[config.mk]
export PLATFORM = sky130hd
export DESIGN_NAME = cbp_blank_gen
export DESIGN_NICKNAME = d
export VERILOG_FILES = /design/src/rtl/cbp_pkg.sv /design/src/rtl/cbp_cfg_latch.sv /design/src/rtl/cbp_hwin_fsm.sv /design/src/rtl/cbp_burst_gen.sv /design/src/rtl/cbp_blank_gen.sv
export SDC_FILE = /design/constraint.sdc
export NUM_CORES = 1
export LEC_CHECK = 0
export ABC_AREA = 1
export CAP_MARGIN = 20
export CORE_ASPECT_RATIO = 1.1
export CORE_UTILIZATION = 35
export DETAILED_ROUTE_END_ITERATION = 10
export PLACE_DENSITY = 0.51
export SKIP_LAST_GASP = 1
export SYNTH_ARGS = -nofsm -noshare
export SYNTH_HDL_FRONTEND = slang
export SYNTH_SLANG_ARGS = --single-unit
[constraint.sdc]
create_clock -name clk -period 2.1 [get_ports clk]
set_clock_uncertainty 0.05 [all_clocks]
set_input_delay 0.42 -clock clk [delete_from_list [all_inputs] [get_ports clk]]
set_output_delay 0.42 -clock clk [all_outputs]
set_load 0.01 [all_outputs]
[src/rtl/cbp_pkg.sv]
package cbp_pkg;

    typedef enum logic [1:0] {
        CODE_NONE   = 2'd0,
        CODE_BURST  = 2'd1,
        CODE_HBLANK = 2'd2,
        CODE_VBLANK = 2'd3
    } code_e;

    typedef enum logic [1:0] {
        S_IDLE  = 2'd0,
        S_LEAD  = 2'd1,
        S_BLANK = 2'd2,
        S_TAIL  = 2'd3
    } hwin_state_e;

endpackage

[src/rtl/cbp_cfg_latch.sv]
module cbp_cfg_latch #(
    parameter int SHIFT_W = 6,
    parameter int PHASE_W = 4,
    parameter int TIME_W  = 4,
    parameter int OFS_W   = 8,
    parameter int WID_W   = 6
) (
    input  logic               clk,
    input  logic               rst_n,
    input  logic               line_start,
    input  logic               cfg_blank_off,
    input  logic               cfg_align_mode,
    input  logic               cfg_hblank_only,
    input  logic [SHIFT_W-1:0] cfg_hshift,
    input  logic [PHASE_W-1:0] cfg_phase,
    input  logic [TIME_W-1:0]  cfg_width,
    output logic [OFS_W-1:0]   ofs_d,
    output logic [WID_W-1:0]   wid_d,
    output logic               win_en_d,
    output logic [WID_W-1:0]   wid_q,
    output logic               blank_off_q,
    output logic               align_q,
    output logic               honly_q
);

    int ofs_i;

    // Offset arithmetic on the incoming fields; negative results clamp to 0.
    always_comb begin
        ofs_i = int'(cfg_hshift) + 4 * int'(cfg_phase) - 2 * int'(cfg_width) + 45;
        if (ofs_i < 0) begin
            ofs_d = '0;
        end else begin
            ofs_d = OFS_W'(ofs_i);
        end
        wid_d    = WID_W'(4 * int'(cfg_width) + 1);
        win_en_d = cfg_align_mode && !cfg_blank_off;
    end

    // Settings held for a whole line.
    always_ff @(posedge clk or negedge rst_n) begin
        if (!rst_n) begin
            wid_q       <= WID_W'(1);
            blank_off_q <= 1'b0;
            align_q     <= 1'b0;
            honly_q     <= 1'b0;
        end else if (line_start) begin
            wid_q       <= wid_d;
            blank_off_q <= cfg_blank_off;
            align_q     <= cfg_align_mode;
            honly_q     <= cfg_hblank_only;
        end
    end

endmodule

[src/rtl/cbp_hwin_fsm.sv]
module cbp_hwin_fsm
    import cbp_pkg::*;
#(
    parameter int OFS_W = 8,
    parameter int WID_W = 6,
    parameter int CNT_W = 8
) (
    input  logic             clk,
    input  logic             rst_n,
    input  logic             line_start,
    input  logic             win_en_d,
    input  logic [OFS_W-1:0] ofs_d,
    input  logic [WID_W-1:0] wid_d,
    input  logic [WID_W-1:0] wid_q,
    output logic             hwin
);

    hwin_state_e      st_q, st_d;
    logic [CNT_W-1:0] cnt_q, cnt_d;

    // State register.
    always_ff @(posedge clk or negedge rst_n) begin
        if (!rst_n) begin
            st_q  <= S_IDLE;
            cnt_q <= '0;
        end else begin
            st_q  <= st_d;
            cnt_q <= cnt_d;
        end
    end

    // Next state; a line start overrides every state.
    always_comb begin
        st_d  = st_q;
        cnt_d = cnt_q;
        if (line_start) begin
            if (!win_en_d) begin
                st_d = S_TAIL;
            end else if (ofs_d == '0) begin
                st_d  = S_BLANK;
                cnt_d = CNT_W'(wid_d) - CNT_W'(1);
            end else begin
                st_d  = S_LEAD;
                cnt_d = CNT_W'(ofs_d) - CNT_W'(1);
            end
        end else begin
            unique case (st_q)
                S_IDLE: begin
                    st_d = S_IDLE;
                end
                S_LEAD: begin
                    if (cnt_q == '0) begin
                        st_d  = S_BLANK;
                        cnt_d = CNT_W'(wid_q) - CNT_W'(1);
                    end else begin
                        cnt_d = cnt_q - CNT_W'(1);
                    end
                end
                S_BLANK: begin
                    if (cnt_q == '0) begin
                        st_d = S_TAIL;
                    end else begin
                        cnt_d = cnt_q - CNT_W'(1);
                    end
                end
                S_TAIL: begin
                    st_d = S_TAIL;
                end
            endcase
        end
    end

    // Outputs.
    always_comb begin
        hwin = (st_q == S_BLANK);
    end

endmodule

[src/rtl/cbp_burst_gen.sv]
module cbp_burst_gen #(
    parameter int POS_W       = 11,
    parameter int BURST_START = 20,
    parameter int BURST_LEN   = 10
) (
    input  logic clk,
    input  logic rst_n,
    input  logic line_start,
    output logic burst_key
);

    localparam logic [POS_W-1:0] KEY_LO = POS_W'(BURST_START);
    localparam logic [POS_W-1:0] KEY_HI = POS_W'(BURST_START + BURST_LEN);

    logic [POS_W-1:0] pos_q;
    logic             started_q;

    // Position since line start, saturating at its top value.
    always_ff @(posedge clk or negedge rst_n) begin
        if (!rst_n) begin
            pos_q     <= '0;
            started_q <= 1'b0;
        end else if (line_start) begin
            pos_q     <= '0;
            started_q <= 1'b1;
        end else if (pos_q != '1) begin
            pos_q <= pos_q + POS_W'(1);
        end
    end

    always_comb begin
        burst_key = started_q && (pos_q >= KEY_LO) && (pos_q < KEY_HI);
    end

endmodule

[src/rtl/cbp_blank_gen.sv]
module cbp_blank_gen
    import cbp_pkg::*;
#(
    parameter int SHIFT_W     = 6,
    parameter int PHASE_W     = 4,
    parameter int TIME_W      = 4,
    parameter int POS_W       = 11,
    parameter int BURST_START = 20,
    parameter int BURST_LEN   = 10
) (
    input  logic               clk,
    input  logic               rst_n,
    input  logic               line_start,
    input  logic               flyback,
    input  logic               vblank,
    input  logic               cfg_blank_off,
    input  logic               cfg_align_mode,
    input  logic               cfg_hblank_only,
    input  logic [SHIFT_W-1:0] cfg_hshift,
    input  logic [PHASE_W-1:0] cfg_phase,
    input  logic [TIME_W-1:0]  cfg_width,
    output logic [1:0]         blank_code
);

    localparam int OFS_MAX = (2**SHIFT_W - 1) + 4 * (2**PHASE_W - 1) + 45;
    localparam int OFS_W   = $clog2(OFS_MAX + 1);
    localparam int WID_W   = $clog2(4 * (2**TIME_W - 1) + 2);
    localparam int CNT_W   = (OFS_W > WID_W) ? OFS_W : WID_W;

    logic [OFS_W-1:0] ofs_d;
    logic [WID_W-1:0] wid_d;
    logic [WID_W-1:0] wid_q;
    logic             win_en_d;
    logic             blank_off_q;
    logic             align_q;
    logic             honly_q;
    logic             hwin;
    logic             burst_key;
    code_e            code;

    cbp_cfg_latch #(
        .SHIFT_W (SHIFT_W),
        .PHASE_W (PHASE_W),
        .TIME_W  (TIME_W),
        .OFS_W   (OFS_W),
        .WID_W   (WID_W)
    ) u_cfg (
        .clk             (clk),
        .rst_n           (rst_n),
        .line_start      (line_start),
        .cfg_blank_off   (cfg_blank_off),
        .cfg_align_mode  (cfg_align_mode),
        .cfg_hblank_only (cfg_hblank_only),
        .cfg_hshift      (cfg_hshift),
        .cfg_phase       (cfg_phase),
        .cfg_width       (cfg_width),
        .ofs_d           (ofs_d),
        .wid_d           (wid_d),
        .win_en_d        (win_en_d),
        .wid_q           (wid_q),
        .blank_off_q     (blank_off_q),
        .align_q         (align_q),
        .honly_q         (honly_q)
    );

    cbp_hwin_fsm #(
        .OFS_W (OFS_W),
        .WID_W (WID_W),
        .CNT_W (CNT_W)
    ) u_fsm (
        .clk        (clk),
        .rst_n      (rst_n),
        .line_start (line_start),
        .win_en_d   (win_en_d),
        .ofs_d      (ofs_d),
        .wid_d      (wid_d),
        .wid_q      (wid_q),
        .hwin       (hwin)
    );

    cbp_burst_gen #(
        .POS_W       (POS_W),
        .BURST_START (BURST_START),
        .BURST_LEN   (BURST_LEN)
    ) u_burst (
        .clk        (clk),
        .rst_n      (rst_n),
        .line_start (line_start),
        .burst_key  (burst_key)
    );

    // Level selection: burst, then H-blank, then V-blank.
    always_comb begin
        code = CODE_NONE;
        if (burst_key) begin
            code = CODE_BURST;
        end else if (!blank_off_q && (align_q ? hwin : flyback)) begin
            code = CODE_HBLANK;
        end else if (!blank_off_q && !honly_q && vblank) begin
            code = CODE_VBLANK;
        end
    end

    assign blank_code = code;

endmodule

* Word-level counts from Yosys, hierarchy flattened
Cells that the tools add are included.
** Cells by class
- Add/subtract/negate cells :: 9
- Multiplexer cells :: 19
- Reductions and logical operators :: 16
- Eq/ne operators :: 8
- Magnitude comparators :: 3
** Operators by type and width (number)
- $mux 8 :: 6
- $add 32x7->32 const B :: 1
- $lt 32x1->1 const B :: 1
- $sub 32x6->32 :: 1
- $mux 11 :: 2
- $logic_not 8->1 :: 2
- $mux 2 :: 8
- $pmux 8 s2 :: 1
- $sub 8x1->8 const B :: 2
- $sub 6x1->7 const B :: 2
- $add 11x1->11 const B :: 1
- $ge 11x5->1 const B :: 1
- $lt 11x5->1 const B :: 1
- $ne 11x11->1 const B :: 1
- $pmux 2 s4 :: 1
- $add 6x6->7 :: 1
- $add 6x1->6 const B :: 1
- $logic_and 1x1->1 :: 6
- $ne 3x2->1 const B :: 2
- $eq 2x2->1 const B :: 2
- $logic_not 1->1 :: 3
- $ne 3x3->1 const B :: 1
- $reduce_and 3->1 :: 1
- $reduce_bool 3->1 :: 1
- other kinds (6) :: 6
** Word-level totals
- Input bits :: 22
- Bits in registers :: 31
- Word-level logic and storage cells :: 63

* Longest topological paths before layout
- Depth after elaboration :: 9
- Mapped depth :: 19
- Gate-level depth less buffers :: 19

* Cells and area by module
Synthesis repeated with hierarchy kept, for this count alone.
** Unflattened totals
- Cell total of the unflattened synthesis :: 435
- Area total of the unflattened synthesis :: 2902.8 um^2
** By module, submodules not included
- cbp_hwin_fsm :: instances 1, area an instance 1196.1 um^2, cells each 206
- cbp_cfg_latch :: instances 1, area an instance 945.9 um^2, cells each 125
- cbp_burst_gen :: instances 1, area an instance 696.9 um^2, cells each 90
- cbp_blank_gen :: instances 1, area an instance 63.8 um^2, cells each 14

* Worst setup path before layout
OpenSTA, ideal clock, no wires.
- Kind :: input port to flip-flop
- From :: in cfg_hshift[2]
- To :: reg u_fsm.cnt_q[1]
- Stages on the path :: 14
- Arrival time :: 2.740 ns
- Setup slack :: -0.809 ns
- Cell sequence :: ha_1 > fa_1 > inv_1 > ha_1 > inv_1 > ha_1 > or2_4 > a21oi_4 > nand2_2 > nor2_4 > nand3_4 > nand2_4 > nor2_2 > o21a_1
** Between the ends
- Cells in the longest elaborated chain, start to end :: 9
** RTL lines
- start, declared :: line cbp_blank_gen.sv:19 : input logic [SHIFT_W-1:0] cfg_hshift,
- $add 6x6->7 * :: line cbp_cfg_latch.sv:30 : ofs_i = int'(cfg_hshift) + 4 * int'(cfg_phase) - 2 * int'(cfg_width) + 45;
- $sub 32x6->32 * :: line cbp_cfg_latch.sv:30
- $add 32x7->32 * :: line cbp_cfg_latch.sv:30
- $lt 32x1->1 :: line cbp_cfg_latch.sv:31 : if (ofs_i < 0) begin
- $mux 8 * :: line cbp_cfg_latch.sv:31
- $sub 8x1->8 / $logic_not 8->1 (equally long branches) :: line cbp_hwin_fsm.sv:44, cbp_hwin_fsm.sv:39
- $mux 8 * :: line cbp_hwin_fsm.sv:39 : end else if (ofs_d == '0) begin
- $mux 8 * :: line cbp_hwin_fsm.sv:37 : if (!win_en_d) begin
- $mux 8 * :: line cbp_hwin_fsm.sv:36 : if (line_start) begin
- end signal, assigned :: line cbp_hwin_fsm.sv:28 : cnt_q <= cnt_d;
- end, declared :: line cbp_hwin_fsm.sv:19 : logic [CNT_W-1:0] cnt_q, cnt_d;
Every way passes the cells marked *; elsewhere a longest branch is shown, timed or not. The select of a mux whose other input is x is not followed.
A chain may end at the register's enable or synchronous reset.

* Final worst setup path
- From :: in cfg_phase[0]
- To :: reg u_fsm.st_q[0]
** Between the ends
- Cells in the longest elaborated chain, start to end :: 9
** RTL lines
- start, declared :: line cbp_blank_gen.sv:20 : input logic [PHASE_W-1:0] cfg_phase,
- $add 6x6->7 * :: line cbp_cfg_latch.sv:30
- $sub 32x6->32 * :: line cbp_cfg_latch.sv:30
- $add 32x7->32 * :: line cbp_cfg_latch.sv:30
- $lt 32x1->1 :: line cbp_cfg_latch.sv:31
- $mux 8 * :: line cbp_cfg_latch.sv:31
- $logic_not 8->1 * :: line cbp_hwin_fsm.sv:39
- $mux 2 * :: line cbp_hwin_fsm.sv:39
- $mux 2 * :: line cbp_hwin_fsm.sv:37
- $mux 2 * :: line cbp_hwin_fsm.sv:36
- end signal, assigned :: line cbp_hwin_fsm.sv:27 : st_q <= st_d;
- end, declared :: line cbp_hwin_fsm.sv:18 : hwin_state_e st_q, st_d;
Every way passes the cells marked *; elsewhere a longest branch is shown, timed or not.

==> impl_metrics.py <==
metrics = {
    "outcome": {
        "status": "finished with violations",
        "violations": "setup timing",
    },
    "placement": {
        "dpl.hpwl_um": 4186,
        "place_congestion": 0.7915,
        "dp_worst_setup_slack_ns": -1.311,
        "io_buffer_count": 23,
    },
    "critical_path": {
        "arrival_ns": 2.83,
        "end_kind": "flop",
        "reg2regPathDepth": 10,
        "setup.worst_path.start_class": "input port",
        "cp_max_fo": 6,
        "cp_common_cell": "ha_4",
        "cp_slowest_cell": "fa_2",
        "cpPeakStageDelay_ns": 0.53,
        "cp_cell_sequence": "buf_6 -> ha_4 -> fa_2 -> inv_2 -> ha_4 -> inv_4 -> ha_4 -> or2_4 -> a21oi_4 -> nand2_2 -> nor2_4 -> nand3_4 -> buf_6 -> nor2_4 -> o22ai_2",
        "critPathKind": "in2reg",
        "cp_data_required_time_ns": 2.21,
    },
    "route": {
        "drtIter0Drc": 84,
        "wl_met2_um": 2733,
        "drt-pass1-iter-count": 4,
        "vias_per_cell": 4.701,
        "drt-total-wl_um": 5438,
        "drc_errors": 0,
        "ant_nets": 0,
        "wl_met1_um": 2462,
        "vias": 2172,
        "top_layer_used": "met4",
        "wl_per_cell_um": 11.77,
        "wl_met3_um": 164,
    },
    "die": {
        "core_um2": 6269,
        "dieArea_um2": 6932,
        "die_h_um": 87.23,
        "fp.dieW_um": 79.48,
        "rows": 30,
        "initial_utilization": 0.3687,
        "pin_count": 24,
    },
    "global_route": {
        "antenna_found_initial": 0,
        "grt_pass1_vias": 2187,
        "grt_pass1_wl_um": 9666,
        "grt_use_total": 0.1776,
        "grt_max_degree": 30,
        "grt-ovfl-total": 0,
    },
    "timing": {
        "rsz0062_at_grt": "yes",
        "min_period_ns": 2.721,
        "fin_ws_ns": -0.6211,
        "tightest_slew_ns": 0.3954,
        "hold_violations": 0,
        "finalCritPeriodShare": 1.296,
        "timing.fmax_mhz": 367.5,
        "fin_hold_ws_ns": 0.4372,
        "slew_headroom": 0.7364,
        "slew_violations": 0,
        "finalSetupViolCount": 10,
    },
    "finish": {
        "finalNetCount": 423,
        "areaGrowthSynthToFinish_pct": 39.63,
        "drive_gt1_frac": 0.3010,
        "antenna_cells": 0,
        "fillers": 641,
    },
    "logic_synthesis": {
        "synth_seq_cells": 29,
        "ys_types": 42,
        "syn_area_um2": 2311,
        "synth_nets": 354,
        "syn-instance-count": 312,
        "synth_seq_area_share": 0.3140,
        "ys_warn_count": 0,
        "syn_area_per_cell_um2": 7.407,
    },
    "min_path": {
        "holdPathStages": 1,
        "hold_path_class": "reg2reg",
    },
    "clock_network": {
        "h-tree-depth": 2,
        "cts_buffer_depth": 2,
        "clk-insertion-delay-late_ns": 0.29,
        "tritoncts": "done",
        "cts_buffers": 5,
        "cts_sinks": 29,
        "root_buffer": "clkbuf_8",
        "clkSlewWorstSetupHoldPaths_ns": 0.07,
    },
    "run": {
        "max_cap_viol_count": 0,
    },
    "pwr": {
        "p_leak_nw": 1.558,
        "pwr_density_cell_nw_per_um2": 686.8,
        "vdd_drop_max_mv": 0.3444,
    },
}
kinds of logic (layout without fill, tap and decap cells):
logic type                 Yosys count  count (layout)  synth area share
AOI/OAI and AO/OA                   50              50            0.1240
xor gates and xnor gates            13              13           0.04927
adders and majority gates           20              20            0.1148
buffers and inverters               63             133            0.1061
DFF                                 29              29            0.3140
and+or+nand+nor                    137             137            0.2918
Yosys cell counts, drive strengths merged:
master / count / share of area
nand2: 70 / 0.13
inv: 57 / 0.093
nor2: 31 / 0.061
dfrtp: 29 / 0.31
a21oi: 26 / 0.063
nand3: 19 / 0.051
ha: 18 / 0.097
o21ai: 17 / 0.038
nand4: 7 / 0.022
xnor2: 7 / 0.027
xor2: 6 / 0.023
clkbuf: 3 / 0.0049
nor3: 3 / 0.0087
buf: 2 / 0.0070
fa: 2 / 0.017
nand3b: 2 / 0.0065
nor4: 2 / 0.0054
or2: 2 / 0.0065
a211oi: 1 / 0.0032
a31oi: 1 / 0.0027
a41o: 1 / 0.0043
clkinv: 1 / 0.0016
nor3b: 1 / 0.0032
o211ai: 1 / 0.0032
o21a: 1 / 0.0032
o22ai: 1 / 0.0027
o31ai: 1 / 0.0032
flip-flops by register name (all words and copies together), names as in the netlist:
| signal | count |
|---|---|
| u_burst.pos_q | 11 |
| u_fsm.cnt_q | 8 |
| u_cfg.wid_q | 4 |
| u_fsm.st_q | 2 |
| u_burst.started_q | 1 |
| u_cfg.align_q | 1 |
| u_cfg.blank_off_q | 1 |
| u_cfg.honly_q | 1 |
stage by stage:
step                      instance area, µm²  setup TNS (ns)  cells  power [mW]  utilization
after floorplan                         2352          -6.559    312       1.357            -
after global placement                  2928          -13.05    443       1.657       0.4671
after detailed placement                2928          -13.09    443       1.665       0.4671
after CTS                               3132          -5.736    456       2.192       0.4996
after global routing                    3227          -6.855    462       2.402       0.5148
final                                   3227          -5.852    462       2.216       0.5148
report_power, final:
group / total (mW) / internal, mW / switching (mW)
Sequential: 0.731 / 0.645 / 0.0858
Clock: 0.452 / 0.229 / 0.222
Combinational: 1.03 / 0.494 / 0.539
Total: 2.22 / 1.37 / 0.847
final timing paths:
path	slack, ns	endpoint	startpoint
setup / recovery	-0.62	u_fsm.st_q[0]	cfg_phase[0]
hold / removal	0.44	u_burst.started_q	u_burst.started_q
setup reg to reg	0.23	u_fsm.cnt_q[3]	u_fsm.cnt_q[1]
hold reg to reg	0.44	u_burst.started_q	u_burst.started_q
max in group asynchronous	1.23	u_fsm.cnt_q[1]	rst_n
min in group asynchronous	0.47	u_cfg.honly_q	rst_n
repair_timing:
| action | in CTS | in global routing |
|---|---|---|
| setup endpoints to repair | 12 | 12 |
| pin swaps | 33 | 23 |
| hold buffers | 0 | 0 |
| gates resized for setup | 55 | 12 |
| buffers inserted | 5 | 6 |
routing by layer:
metal | up-vias | GRT usage
li1 | 1136 | -
met1 | 1004 | 0.2144
met2 | 25 | 0.3178
met3 | 7 | 0.03141
met4 | 0 | 0.05455
met5 | - | 0
final cells by class:
class / count / area, µm² / share of cell area
flip-flops and latches: 29 / 725.7 / 0.2249
inverters: 58 / 221.5 / 0.06863
well taps: 80 / 100.1 / 0.03102
multi-input cells: 220 / 1521 / 0.4715
clock buffers: 6 / 72.57 / 0.02249
repair buffers: 67 / 575.6 / 0.1784
clock inverters: 2 / 10.01 / 0.003102
worst max-delay path: cells and delay by family:
kind,cells,cell delay (ns)
AOI/OAI and AO/OA,2,0.22
adders and majority gates,4,1.17
buffers and inverters,4,0.30
and+or+nand+nor,5,0.69
cell usage in the layout (no fill, tap or decap), drive strengths merged:
cell,n
xnor2,7
nor4,2
o31ai,1
ha,18
nand3,19
dlygate4sd2,4
o21a,1
clkdlybuf4s15,1
o211ai,1
a21oi,26
buf,49
a31oi,1
nor3b,1
clkinv,3
xor2,6
fa,2
o22ai,1
nand4,7
or2,2
nand3b,2
clkbuf,6
dfrtp,29
a41o,1
clkdlybuf4s50,13
o21ai,17
a211oi,1
nand2,70
inv,57
nor2,31
nor3,3
(Power assumes the default switching activity.)
